<file path="config.mk">
export PLATFORM = sky130hd
export DESIGN_NAME = dclk_divider
export DESIGN_NICKNAME = d
export VERILOG_FILES = /design/src/rtl/dclk_pkg.sv /design/src/rtl/dclk_cfg_regs.sv /design/src/rtl/dclk_counter.sv /design/src/rtl/dclk_outstage.sv /design/src/rtl/dclk_divider.sv
export SDC_FILE = /design/constraint.sdc
export NUM_CORES = 1
export LEC_CHECK = 0
export ABC_AREA = 0
export ABC_CLOCK_PERIOD_IN_PS = 2200
export BUFFER_PORTS_ARGS = -buffer_cell sky130_fd_sc_hd__buf_2
export CAP_MARGIN = 40
export CELL_PAD_IN_SITES_DETAIL_PLACEMENT = 1
export CELL_PAD_IN_SITES_GLOBAL_PLACEMENT = 2
export CORE_MARGIN = 2
export CORE_UTILIZATION = 31
export DETAILED_ROUTE_END_ITERATION = 16
export PLACE_DENSITY_LB_ADDON = 0.1
export SYNTH_ARGS = -nofsm -noshare
export SYNTH_HDL_FRONTEND = slang
export SYNTH_SLANG_ARGS = --single-unit
</file>
<file path="constraint.sdc">
create_clock -name clk_in -period 2.2 [get_ports clk_in]
set_input_delay 0.44 -clock clk_in [delete_from_list [all_inputs] [get_ports clk_in]]
set_output_delay 0.44 -clock clk_in [all_outputs]
set_load 0.005 [all_outputs]
</file>
<file path="src/rtl/dclk_pkg.sv">
package dclk_pkg;

    localparam int FIELD_W  = 6;
    localparam int CNT_W    = FIELD_W + 1;
    localparam int RATIO_W  = FIELD_W + 2;
    localparam int CFG_W    = 16;

    // field positions decoded by the setting port
    localparam int PH_LO_LSB   = 0;
    localparam int PH_HI_LSB   = 6;
    localparam int FL_HALF_BIT = 7;
    localparam int FL_PASS_BIT = 6;
    localparam int PK_HALF_BIT = 13;
    localparam int PK_PASS_BIT = 12;

    typedef enum logic [1:0] {
        SEL_PHASE  = 2'd0,
        SEL_FLAGS  = 2'd1,
        SEL_PACKED = 2'd2,
        SEL_NONE   = 2'd3
    } cfg_sel_e;

    typedef struct packed {
        logic               half_adj;
        logic               pass;
        logic [FIELD_W-1:0] hi_f;
        logic [FIELD_W-1:0] lo_f;
    } div_set_t;

    // a zero field encodes the largest span
    function automatic logic [CNT_W-1:0] field_span(input logic [FIELD_W-1:0] f);
        if (f == '0) return {1'b1, {FIELD_W{1'b0}}};
        return {1'b0, f};
    endfunction

    function automatic div_set_t make_set(input int hi, input int lo);
        div_set_t s;
        s.half_adj = 1'b0;
        s.pass     = 1'b0;
        s.hi_f     = FIELD_W'(hi);
        s.lo_f     = FIELD_W'(lo);
        return s;
    endfunction

endpackage

</file>
<file path="src/rtl/dclk_cfg_regs.sv">
module dclk_cfg_regs
    import dclk_pkg::*;
#(
    parameter int RST_HI = 1,
    parameter int RST_LO = 1
) (
    input  logic             clk,
    input  logic             rst,
    input  logic             we,
    input  logic [1:0]       sel,
    input  logic [CFG_W-1:0] wdata,
    output div_set_t         staged
);

    always_ff @(posedge clk) begin
        if (rst) begin
            staged <= make_set(RST_HI, RST_LO);
        end else if (we) begin
            case (cfg_sel_e'(sel))
                SEL_PHASE: begin
                    staged.hi_f <= wdata[PH_HI_LSB +: FIELD_W];
                    staged.lo_f <= wdata[PH_LO_LSB +: FIELD_W];
                end
                SEL_FLAGS: begin
                    staged.half_adj <= wdata[FL_HALF_BIT];
                    staged.pass     <= wdata[FL_PASS_BIT];
                end
                SEL_PACKED: begin
                    staged.half_adj <= wdata[PK_HALF_BIT];
                    staged.pass     <= wdata[PK_PASS_BIT];
                    staged.hi_f     <= wdata[PH_HI_LSB +: FIELD_W];
                    staged.lo_f     <= wdata[PH_LO_LSB +: FIELD_W];
                end
                default: ;
            endcase
        end
    end

endmodule

</file>
<file path="src/rtl/dclk_counter.sv">
module dclk_counter
    import dclk_pkg::*;
#(
    parameter int RST_HI = 1,
    parameter int RST_LO = 1
) (
    input  logic             clk,
    input  logic             rst,
    input  div_set_t         staged,
    output div_set_t         active,
    output logic             div_q,
    output logic [CNT_W-1:0] cnt,
    output logic             commit
);

    logic low_done;
    logic high_done;

    // cnt holds the cycles left in the current phase, including this one
    assign low_done  = !div_q && (cnt <= CNT_W'(1));
    assign high_done =  div_q && (cnt == CNT_W'(1));
    assign commit    = !rst && (active.pass || low_done);

    always_ff @(posedge clk) begin
        if (rst) begin
            active <= make_set(RST_HI, RST_LO);
            div_q  <= 1'b0;
            cnt    <= '0;
        end else if (commit) begin
            active <= staged;
            if (staged.pass) begin
                div_q <= 1'b0;
                cnt   <= '0;
            end else begin
                div_q <= 1'b1;
                cnt   <= field_span(staged.hi_f);
            end
        end else if (high_done) begin
            div_q <= 1'b0;
            cnt   <= field_span(active.lo_f);
        end else if (cnt != '0) begin
            cnt <= cnt - CNT_W'(1);
        end
    end

endmodule

</file>
<file path="src/rtl/dclk_outstage.sv">
module dclk_outstage
    import dclk_pkg::*;
(
    input  logic     clk,
    input  logic     rst,
    input  logic     div_q,
    input  div_set_t active,
    output logic     clk_out
);

    logic neg_q;

    // copy of the divided level taken half a period late
    always_ff @(negedge clk) begin
        if (rst) neg_q <= 1'b0;
        else     neg_q <= div_q;
    end

    always_comb begin
        if (rst)              clk_out = 1'b0;
        else if (active.pass) clk_out = clk;
        else                  clk_out = div_q | (active.half_adj & neg_q);
    end

endmodule

</file>
<file path="src/rtl/dclk_divider.sv">
module dclk_divider
    import dclk_pkg::*;
#(
    parameter int RST_HI = 1,
    parameter int RST_LO = 1
) (
    input  logic               clk_in,
    input  logic               rst,
    input  logic               cfg_we,
    input  logic [1:0]         cfg_sel,
    input  logic [CFG_W-1:0]   cfg_wdata,
    output logic               clk_out,
    output logic [RATIO_W-1:0] eff_ratio
);

    div_set_t         staged;
    div_set_t         active;
    logic             div_q;
    logic [CNT_W-1:0] cnt;
    logic             commit;

    dclk_cfg_regs #(.RST_HI(RST_HI), .RST_LO(RST_LO)) u_cfg (
        .clk    (clk_in),
        .rst    (rst),
        .we     (cfg_we),
        .sel    (cfg_sel),
        .wdata  (cfg_wdata),
        .staged (staged)
    );

    dclk_counter #(.RST_HI(RST_HI), .RST_LO(RST_LO)) u_cnt (
        .clk    (clk_in),
        .rst    (rst),
        .staged (staged),
        .active (active),
        .div_q  (div_q),
        .cnt    (cnt),
        .commit (commit)
    );

    dclk_outstage u_out (
        .clk     (clk_in),
        .rst     (rst),
        .div_q   (div_q),
        .active  (active),
        .clk_out (clk_out)
    );

    always_comb begin
        if (active.pass)
            eff_ratio = RATIO_W'(1);
        else
            eff_ratio = RATIO_W'(field_span(active.hi_f)) + RATIO_W'(field_span(active.lo_f));
    end

endmodule

</file>
* Word-level counts from Yosys, hierarchy flattened
Index checks and enable logic that the tools add are counted.
Word-level totals: bits in registers 37, bits of input ports 21, word-level logic and storage cells 67
Cells by class: $add $sub $neg 2, order comparisons 1, equal/unequal tests 3, mux-type cells 31, bitwise operators 2, reductions and logical operators 17
Operator list (count):
- 7-bit 2-to-1 mux | 13
- 6-bit logical NOT | 3
- 1-bit 2-to-1 mux | 16
- 7-bit by 7-bit adder with 8-bit output | 1
- 8-bit 2-to-1 mux | 1
- 7-bit by 1-bit equality test with 1-bit output, second input constant | 1
- 7-bit by 1-bit less-or-equal comparator with 1-bit output, second input constant | 1
- 7-bit nonzero test | 1
- 7-bit by 1-bit subtractor with 7-bit output, second input constant | 1
- 2-bit case mux with 2 select lines | 1
- 2-bit AND reduction | 2
- 2-bit nonzero test | 2
- 1-bit logical AND | 3
- 3-bit nonzero test | 1
- 2-bit by 1-bit equality test with 1-bit output, second input constant | 1
- 2-bit equality test, second input constant | 1
- 1-bit logical NOT | 2
- 2-bit logical NOT | 1
- 2-bit OR reduction | 1
- 1-bit bitwise AND | 1
- 1-bit logical OR | 1
- 1-bit bitwise OR | 1

* Depth between registers and ports, before layout
Gate-level depths: netlist (run 1).
depth in word-level cells 9, depth in mapped cells 8, mapped depth without buffers 7

* Cells and area by module
A second synthesis (run 1) with hierarchy kept.
Second synthesis, totals: cell total of the unflattened synthesis 266, area, all modules 2255.9 sq um
Modules (own cells, without submodules):
- dclk_counter | times used 1, cells an instance 139, area an instance 1129.8 sq um, seq. area each 440.4 sq um
- dclk_cfg_regs | times used 1, cells an instance 64, area an instance 663.1 sq um, seq. area each 280.3 sq um
- dclk_divider | times used 1, cells an instance 58, area an instance 417.9 sq um, seq. area each 0.0 sq um
- dclk_outstage | times used 1, cells an instance 5, area an instance 45.0 sq um, seq. area each 20.0 sq um

==> results of run 1 <==
path summary, 6_finish.rpt:
check                                             startpoint                            to  slack (ns)  cells after the start
worst min register to register  u_cfg.staged[2]$_SDFFE_PP0P_  u_cfg.staged[2]$_SDFFE_PP0P_        0.48                      2
worst min-delay path                            cfg_wdata[0]  u_cfg.staged[0]$_SDFFE_PP1P_        0.36                      3
worst max register to register     u_cnt.cnt[3]$_SDFFE_PP0P_     u_cnt.cnt[1]$_SDFFE_PP0P_        0.26                      5
worst max-delay path            u_cnt.active[8]$_SDFFE_PP0P_                  eff_ratio[6]       -0.53                      6
layout by cell type (no fill, tap or decap), types with 7 or more instances in the layout:
| cell type | netlist | routed |
|---|---|---|
| buf_4 | 0 | 29 |
| a21oi_1 | 18 | 16 |
| nand2_1 | 28 | 26 |
| dfxtp_1 | 37 | 30 |
| inv_1 | 12 | 13 |
| ha_1 | 12 | 7 |
| nor2_1 | 10 | 9 |
| buf_2 | 0 | 27 |
| nor3_1 | 10 | 8 |
| a22o_1 | 13 | 13 |
cells in the mapped netlist, drive strengths merged (4+ instances only):
cell / count
dfxtp: 37
nand2: 28
clkbuf: 21
a21oi: 20
a22o: 13
ha: 12
inv: 12
nor2: 10
nor3: 10
o21ai: 6
mux2i: 5
nor2b: 5
o2bb2ai: 5
a31oi: 4
nand2b: 4
nand3b: 4
nor3b: 4
or4: 4
xnor2: 4
repair_timing:
item / 4_1_cts / 5_1_grt
buffers inserted: 1 / 4
pin swaps: 11 / 13
cloned: 0 / 0
setup endpoints to repair: 6 / 5
gates resized for setup: 23 / 24
area by class of cell:
| class | count | area share |
|---|---|---|
| clock inverter | 5 | 0.01818 |
| sequential | 37 | 0.2683 |
| multi-input combinational | 173 | 0.4980 |
| tap | 80 | 0.03548 |
| timing repair buffer | 59 | 0.1392 |
| clock buffer | 6 | 0.02616 |
| inverter | 11 | 0.01463 |
cells by family (layout without fill, tap and decap cells):
kind of cell | count (synthesis) | after routing | synth area share
adder cells (fa/ha/maj) | 13 | 13 | 0.08052
AND/OR/NAND/NOR | 79 | 79 | 0.1989
XOR/XNOR | 5 | 5 | 0.02072
buffers and inverters | 35 | 81 | 0.07342
AO/OA/AOI/OAI | 71 | 71 | 0.2522
flip-flops | 37 | 37 | 0.3505
multiplexers | 5 | 5 | 0.02368
registers in the layout, indices dropped and copies added (netlist names):
| name | cells |
|---|---|
| u_cfg.staged | 14 |
| u_cnt.active | 14 |
| u_cnt.cnt | 7 |
| u_cnt.div_q | 1 |
| u_out.neg_q | 1 |
through the flow:
stage                     setup TNS (ns)  utilization  hold WS, ns
after global placement           -0.3892       0.3676       0.4527
after detailed placement         -0.4212       0.3676       0.4687
after floorplan                  -0.1816            -       0.4366
after global routing              -1.749       0.4223       0.3591
final                             -1.323       0.4223       0.3622
after CTS                         -1.542       0.4019       0.3560
per-layer routing:
layer / up-vias / part of all wire / global-route usage
met2: 27 / 0.48 / 0.2881
met5: - / 0 / 0
met3: 5 / 0.021 / 0.02286
li1: 963 / - / -
met4: 0 / 0.0094 / 0.03835
met1: 936 / 0.49 / 0.2333
critical path: cells and delay by family, from the launching register on:
kind,cells,cell delay (ns)
buf+inv,1,0.15
simple gates,3,1.08
fa+ha+maj,1,0.24
compound gates,1,0.20
flops,1,0.33
where the power goes:
group,switching [mW],internal (mW)
clock,0.270,0.345
combinational,0.709,0.701
sequential,0.106,0.770
total,1.08,1.82
==> flow_metrics.tcl, run 1 <==
set metrics [dict create \
    status "complete, but fails checks" \
    violations "negative setup slack" \
    postRouteAntennaNets 0 \
    wirelength_um 6081 \
    grt_pass1_vias 1910 \
    min_period_over_period 1.241 \
    initial_utilization 0.3163 \
    period_minus_slack_ns 2.730 \
    maxSlewViolCount 0 \
    setup_viol 5 \
    fin_ws_ns -0.5302 \
    stdcell_count 371 \
    finClkSkew_ns 0.05219 \
    remaining_drc_errors 0 \
    syn_inst 245 \
    ys.flop_type "dfxtp_1" \
    synth_fp_nets 279 \
    fill_cells 786 \
    hold_violations 0 \
    place.gp.congestion 0.7809 \
    avgSynthCellArea_sq_um 8.626 \
    p_total_mw 2.900 \
    ys_types 48 \
    relSlewSlack 0.6777 \
    cp_data_arrival_time_ns 2.29 \
    end_kind "output port" \
    place_ws_ns -0.3453 \
    cp_slowest_cell "or4_4" \
    syn-cell-area_sq_mm 0.002113 \
    grt_pass1_wl_um 9894 \
    p_per_area_mw_per_mm2 1028 \
    postLayoutCellArea_sq_mm 0.002821 \
    htree_levels 2 \
    power_leakage_nw 1.202 \
    crit_fanout 2 \
    yosys_warnings 0 \
    wire_per_inst_um 16.39 \
    portBuffers 27 \
    layout-drive-gt1-share 0.3780 \
    placed_area_sq_mm 0.002456 \
    placedCellCount 357 \
    routed_via_density 5.205 \
    max_clock_freq_mhz 366.3 \
    grt_max_degree 20 \
    core_sq_mm 0.006681 \
    async_flop_share 0 \
    synth_top_area_frac 0.3505 \
    drt_first_iter_violations 57 \
    layout-area-overhead-vs-synth_pct 33.51 \
    hold_buffers 0 \
    cts_root_buffer "clkbuf_8" \
    drtPass1Iterations 4 \
    required_ns 1.76 \
    multi_input_area_sq_mm 0.001405 \
    worstSetupPathType "reg -> out" \
    post-synth-top-area-cell "dfxtp_1" \
    hp-class "in -> reg" \
    ys_ff_latch 37 \
    path_cells "or4_4, nor3_4, ha_4, or3b_4, o311ai_2, buf_2" \
    antenna_found_initial 0 \
    start_kind "flop" \
    rows 30 \
    grt.overflow.total 0 \
    cts.clk_slew.worst_paths_ns 0.08 \
    ios 30 \
    die_w_um 86.57 \
    synth_area_leaders "dfxtp_1, ha_1, a22o_1, nand2_1, a21oi_1" \
    clk_latency_ns 0.34 \
    numCtsBuffers 5 \
    hpwl_um 4652 \
    synth-edff-count 0 \
    synth_seq_area_share 0.3505 \
    cts_max_path_buffers 2 \
    die-area_sq_mm 0.007494 \
    maxCapViolCount 0 \
    seq_area_sq_um 757.0 \
    irDropWorstVdd_uv 405.5 \
    vias 1931 \
    fp.dieH_um 86.57 \
    tightest_slew_ns 0.4773 \
    cts_tree "built" \
    cpPeakStageDelay_ns 0.54 \
    diodes 0 \
    rsz0062_at_grt "true" \
    fin_nets 324 \
    grt_usage 0.1711 \
]
Power figures use the tool's default switching activity.
==> inputs of run 2 (changes only) <==
Settings changed: PLACE_DENSITY_LB_ADDON 0.1 to 0.2.
==> run 2 against run 1 <==
Compared with the run above: largest power group unchanged; largest cell class unchanged; the run still ends with negative setup slack left; first-iteration DRC count down 25%; non-clock buffer count down 2; highest routed layer unchanged; clock power increased by 5.4%; wire length shrank 1.6%.
==> flow_metrics.tcl, run 2 (synthesized netlist as in run 1, its figures left out) <==
set metrics [dict create \
    status "complete, but fails checks" \
    violations "negative setup slack" \
    path_buf_inv 2 \
    cts_tree "built" \
    fin_nets 322 \
    irDropWorstVdd_uv 366.7 \
    core_sq_mm 0.006681 \
    portBuffers 27 \
    hold_buffers 0 \
    period_minus_slack_ns 2.754 \
    remaining_drc_errors 0 \
    end_kind "output port" \
    diodes 0 \
    maxCapViolCount 0 \
    min_period_over_period 1.252 \
    grt_usage 0.1694 \
    numCtsBuffers 5 \
    cp_slowest_cell "or4_4" \
    fin_ws_ns -0.5542 \
    wirelength_um 5986 \
    cts_max_path_buffers 2 \
    max_clock_freq_mhz 363.1 \
    ios 30 \
    cts_root_buffer "clkbuf_8" \
    crit_fanout 4 \
    reg_top3 "u_cfg.staged x14, u_cnt.active x14, u_cnt.cnt x7" \
    die-area_sq_mm 0.007494 \
    fill_cells 792 \
    path_common_cell "nor3_2" \
    critPathTopFamily "simple AND/OR/NAND/NOR gates" \
    p_total_mw 2.917 \
    place.gp.congestion 0.8295 \
    cpPeakStageDelay_ns 0.55 \
    start_kind "flop" \
    postRouteAntennaNets 0 \
    drt_first_iter_violations 43 \
    worstSetupPathType "reg -> out" \
    setup_viol 5 \
    p_per_area_mw_per_mm2 1041 \
    rows 30 \
    layout-area-overhead-vs-synth_pct 32.56 \
    required_ns 1.76 \
    grt_pass1_vias 1936 \
    clk_latency_ns 0.35 \
    layout-drive-gt1-share 0.3702 \
    rsz0062_at_grt "true" \
    relSlewSlack 0.6628 \
    maxSlewViolCount 0 \
    hp-class "in -> reg" \
    grt_max_degree 20 \
    cp_data_arrival_time_ns 2.31 \
    die_w_um 86.57 \
    antenna_found_initial 0 \
    mostFrequentLayoutCells "dfxtp_1, buf_4, buf_2" \
    power_leakage_nw 1.211 \
    tns_ns -1.353 \
    final_common_cell "dfxtp_1" \
    cts.clk_slew.worst_paths_ns 0.08 \
    grt.overflow.total 0 \
    drtPass1Iterations 4 \
    finClkSkew_ns 0.06232 \
    grt_pass1_wl_um 9825 \
    htree_levels 2 \
    vias 1915 \
    tightest_slew_ns 0.5050 \
    path_cells "or4_4, nor3_4, ha_1, buf_6, nand2b_4, nor3_2, nor3_2, o311ai_2, buf_2" \
    hold_violations 0 \
    fp.dieH_um 86.57 \
    wire_per_inst_um 16.22 \
    hpwl_um 4595 \
    routed_via_density 5.190 \
    initial_utilization 0.3163 \
]
==> run 2: changes by cell type in the layout (fill, tap and decap cells not counted), sizes merged <==
| cell | delta |
|---|---|
| buf | -2 |
| clkbuf | +2 |
| bufinv | -1 |
| clkinvlp | -1 |
==> run 2: final timing paths <==
kind | start | to | slack (ns) | cells after the start
worst max-delay path | u_cnt.active[5]$_SDFFE_PP0P_ | eff_ratio[6] | -0.55 | 9
worst min-delay path | cfg_wdata[0] | u_cfg.staged[0]$_SDFFE_PP1P_ | 0.35 | 3
worst max register to register | u_cnt.cnt[2]$_SDFFE_PP0P_ | u_cnt.active[4]$_SDFFE_PP0P_ | 0.24 | 5
worst min register to register | u_cfg.staged[1]$_SDFFE_PP0P_ | u_cfg.staged[1]$_SDFFE_PP0P_ | 0.46 | 2
==> run 2: layout make-up <==
cell class | instances | area (sq um) | area share
Clock buffer | 8 | 123.9 | 0.04422
Sequential cell | 37 | 758.2 | 0.2707
Timing Repair Buffer | 57 | 374.1 | 0.1335
Inverter | 11 | 41.29 | 0.01474
Multi-Input combinational cell | 173 | 1388 | 0.4953
Clock inverter | 3 | 16.27 | 0.005806
Tap cell | 80 | 100.1 | 0.03573
==> run 2: repair_timing <==
action                                  CTS  global route
pin swaps                                10            10
resized for setup                        30            14
endpoints found under the hold margin     0             0
endpoints found under the setup margin    6             5
gates cloned                              0             0
setup buffers                             1             1
==> run 2: report_power, final <==
group | internal, mW | total [mW] | switching (mW)
Clock | 0.372 | 0.648 | 0.277
Sequential | 0.770 | 0.873 | 0.102
Combinational | 0.692 | 1.40 | 0.704
==> run 2: metrics by stage <==
| stage | setup slack [ns] | cell area (sq um) | hold slack [ns] | std cells | util |
|---|---|---|---|---|---|
| floorplan | -0.1816 | 2121 | 0.4366 | 245 | - |
| global placement | -0.3506 | 2464 | 0.4462 | 358 | 0.3687 |
| detailed placement | -0.3785 | 2464 | 0.4537 | 358 | 0.3687 |
| CTS | -0.6346 | 2738 | 0.3411 | 368 | 0.4097 |
| global route | -0.6548 | 2801 | 0.3645 | 369 | 0.4193 |
| finish | -0.5542 | 2801 | 0.3492 | 369 | 0.4193 |
==> run 2: worst min-delay path: stages <==
cell and delay [ns]:
buf_2 0.07, nand2_1 0.04, nand3b_1 0.06
==> run 2: layer usage <==
metal,up-vias,track usage,share of wire
met3,7,0.02762,0.027
li1,964,-,-
met5,-,0,0
met4,0,0.04688,0.012
met1,916,0.2185,0.48
met2,28,0.2923,0.48
==> inputs of run 3 (changes only) <==
==> constraint.sdc (replaced) <==
create_clock -name clk_in -period 2.2 [get_ports clk_in]
set_input_delay 0.33 -clock clk_in [delete_from_list [all_inputs] [get_ports clk_in]]
set_output_delay 0.33 -clock clk_in [all_outputs]
set_load 0.005 [all_outputs]
==> run 3 against run 2 <==
Compared with the run above: the run still ends with negative setup slack left; worst setup slack better by 0.13 ns; core utilization up 1.1 points; first-iteration DRC count up 7.0%; sequential power up 1%; final area up 2.6%; critical path depth down 3; cell count up 1.1%; die area unchanged; count of clock-buffer cells in the layout down 2; sequential share of layout area down 0.51 points; clock power down 6.2%; non-clock buffer count up 4; critical path type unchanged.
==> flow_metrics.tcl, run 3 (synthesized netlist as in run 1, its figures left out) <==
set metrics [dict create \
    reg_top3 "u_cfg.staged x14, u_cnt.active x14, u_cnt.cnt x7" \
    p_sw_frac 0.3682 \
    fill_cells 783 \
    hpwl_um 4640 \
    grt_max_degree 20 \
    setup_viol 5 \
    path_buf_inv 1 \
    power_switching_mw 1.093 \
    remaining_drc_errors 0 \
    multi_input_area_sq_mm 0.001416 \
    core_sq_mm 0.006681 \
    path_cells "or4_4, nor3_4, ha_4, or3b_4, o311ai_2, buf_2" \
    cts_tree "built" \
    cp_data_arrival_time_ns 2.30 \
    status "complete, but fails checks" \
    wire_per_inst_um 16.86 \
    place.gp.congestion 0.8185 \
    routed_via_density 5.244 \
    rows 30 \
    required_ns 1.87 \
    postLayoutCellArea_sq_mm 0.002874 \
    vias 1956 \
    critPathTopFamily "simple AND/OR/NAND/NOR gates" \
    stdcell_count 373 \
    fin_nets 326 \
    hp-class "in -> reg" \
    p_int_mw 1.875 \
    grt_usage 0.1783 \
    rsz0062_at_grt "true" \
    crit_fanout 2 \
    p_per_area_mw_per_mm2 1033 \
    clk_latency_ns 0.35 \
    fin_ws_ns -0.4286 \
    tightest_slew_ns 0.7399 \
    min_period_over_period 1.195 \
    die-area_sq_mm 0.007494 \
    cts_max_path_buffers 2 \
    cts.clk_slew.worst_paths_ns 0.08 \
    final_core_utilization 0.4302 \
    worstSetupPathType "reg -> out" \
    diodes 0 \
    max_clock_freq_mhz 380.4 \
    fp.dieH_um 86.57 \
    p_total_mw 2.968 \
    violations "negative setup slack" \
    drt_first_iter_violations 46 \
    place_ws_ns -0.2569 \
    htree_levels 2 \
    hold_violations 0 \
    layout-area-overhead-vs-synth_pct 36.00 \
    start_kind "flop" \
    cpPeakStageDelay_ns 0.55 \
    maxSlewViolCount 0 \
    placed_area_sq_mm 0.002446 \
    grt_pass1_vias 1981 \
    clkPwrFrac 0.205 \
    maxCapViolCount 0 \
    postRouteAntennaNets 0 \
    mostFrequentLayoutCells "nand2_1, buf_4, buf_2, dfxtp_1, a21oi_1" \
    period_minus_slack_ns 2.629 \
    layout-drive-gt1-share 0.3925 \
    placedCellCount 354 \
    initial_utilization 0.3163 \
    pwr-share-seq 0.297 \
    portBuffers 27 \
    wirelength_um 6287 \
    seq_area_sq_um 763.2 \
    ios 30 \
    relSlewSlack 0.5061 \
    drtPass1Iterations 4 \
    hold_ws_ns 0.2629 \
    cts_root_buffer "clkbuf_8" \
    irDropWorstVdd_uv 348.8 \
    tns_ns -1.230 \
    die_w_um 86.57 \
    power_leakage_nw 1.221 \
    p_comb_frac 0.498 \
    grt_pass1_wl_um 10210 \
    grt.overflow.total 0 \
    finClkSkew_ns 0.05722 \
    cp_slowest_cell "or4_4" \
    end_kind "output port" \
    antenna_found_initial 0 \
    numCtsBuffers 5 \
]
## run 3: worst reg2reg max path: cells and delay by family, from the launching register on
family,cells,cell delay (ns)
compound gates,1,0.45
simple gates,3,0.85
buf+inv,1,0.20
flops,1,0.37
## run 3: layout make-up
type | instances | area share
Sequential cell | 37 | 0.2656
Clock buffer | 6 | 0.02569
Clock inverter | 5 | 0.01785
Tap cell | 80 | 0.03483
Timing Repair Buffer | 61 | 0.1489
Multi-Input combinational cell | 173 | 0.4928
Inverter | 11 | 0.01437
## run 3: repair_timing
item / in CTS / in global routing
cloned: 0 / 0
setup endpoints to repair: 5 / 6
buffers inserted: 7 / 3
gates resized for setup: 40 / 14
hold buffers: 0 / 0
pin swaps: 16 / 5
## run 3: per-layer routing
layer	part of all wire	wire length (um)	track usage
met3	0.025	159	0.03143
met2	0.50	3136	0.3007
met4	0.011	68	0.04830
met5	0	0	0
met1	0.46	2922	0.2349
## run 3: power by group through the flow
stage / logic (mW) / clock network (mW) / registers (mW)
5_1_grt: 1.62 / 0.665 / 0.900
3_5_place_dp: 1.28 / 0.0157 / 0.881
4_1_cts: 1.40 / 0.618 / 0.880
6_report: 1.48 / 0.608 / 0.882
2_1_floorplan: 0.929 / 0.0126 / 0.841
3_3_place_gp: 1.28 / 0.0157 / 0.876
## run 3: worst paths after layout
kind	from	end	slack, ns	cells past startpoint
setup / recovery	u_cnt.active[2]$_SDFFE_PP0P_	eff_ratio[6]	-0.43	6
hold / removal	cfg_wdata[0]	u_cfg.staged[0]$_SDFFE_PP1P_	0.26	3
setup reg to reg	u_cnt.cnt[2]$_SDFFE_PP0P_	u_cnt.div_q$_SDFFE_PP0P_	0.23	5
hold reg to reg	u_cfg.staged[1]$_SDFFE_PP0P_	u_cfg.staged[1]$_SDFFE_PP0P_	0.47	2
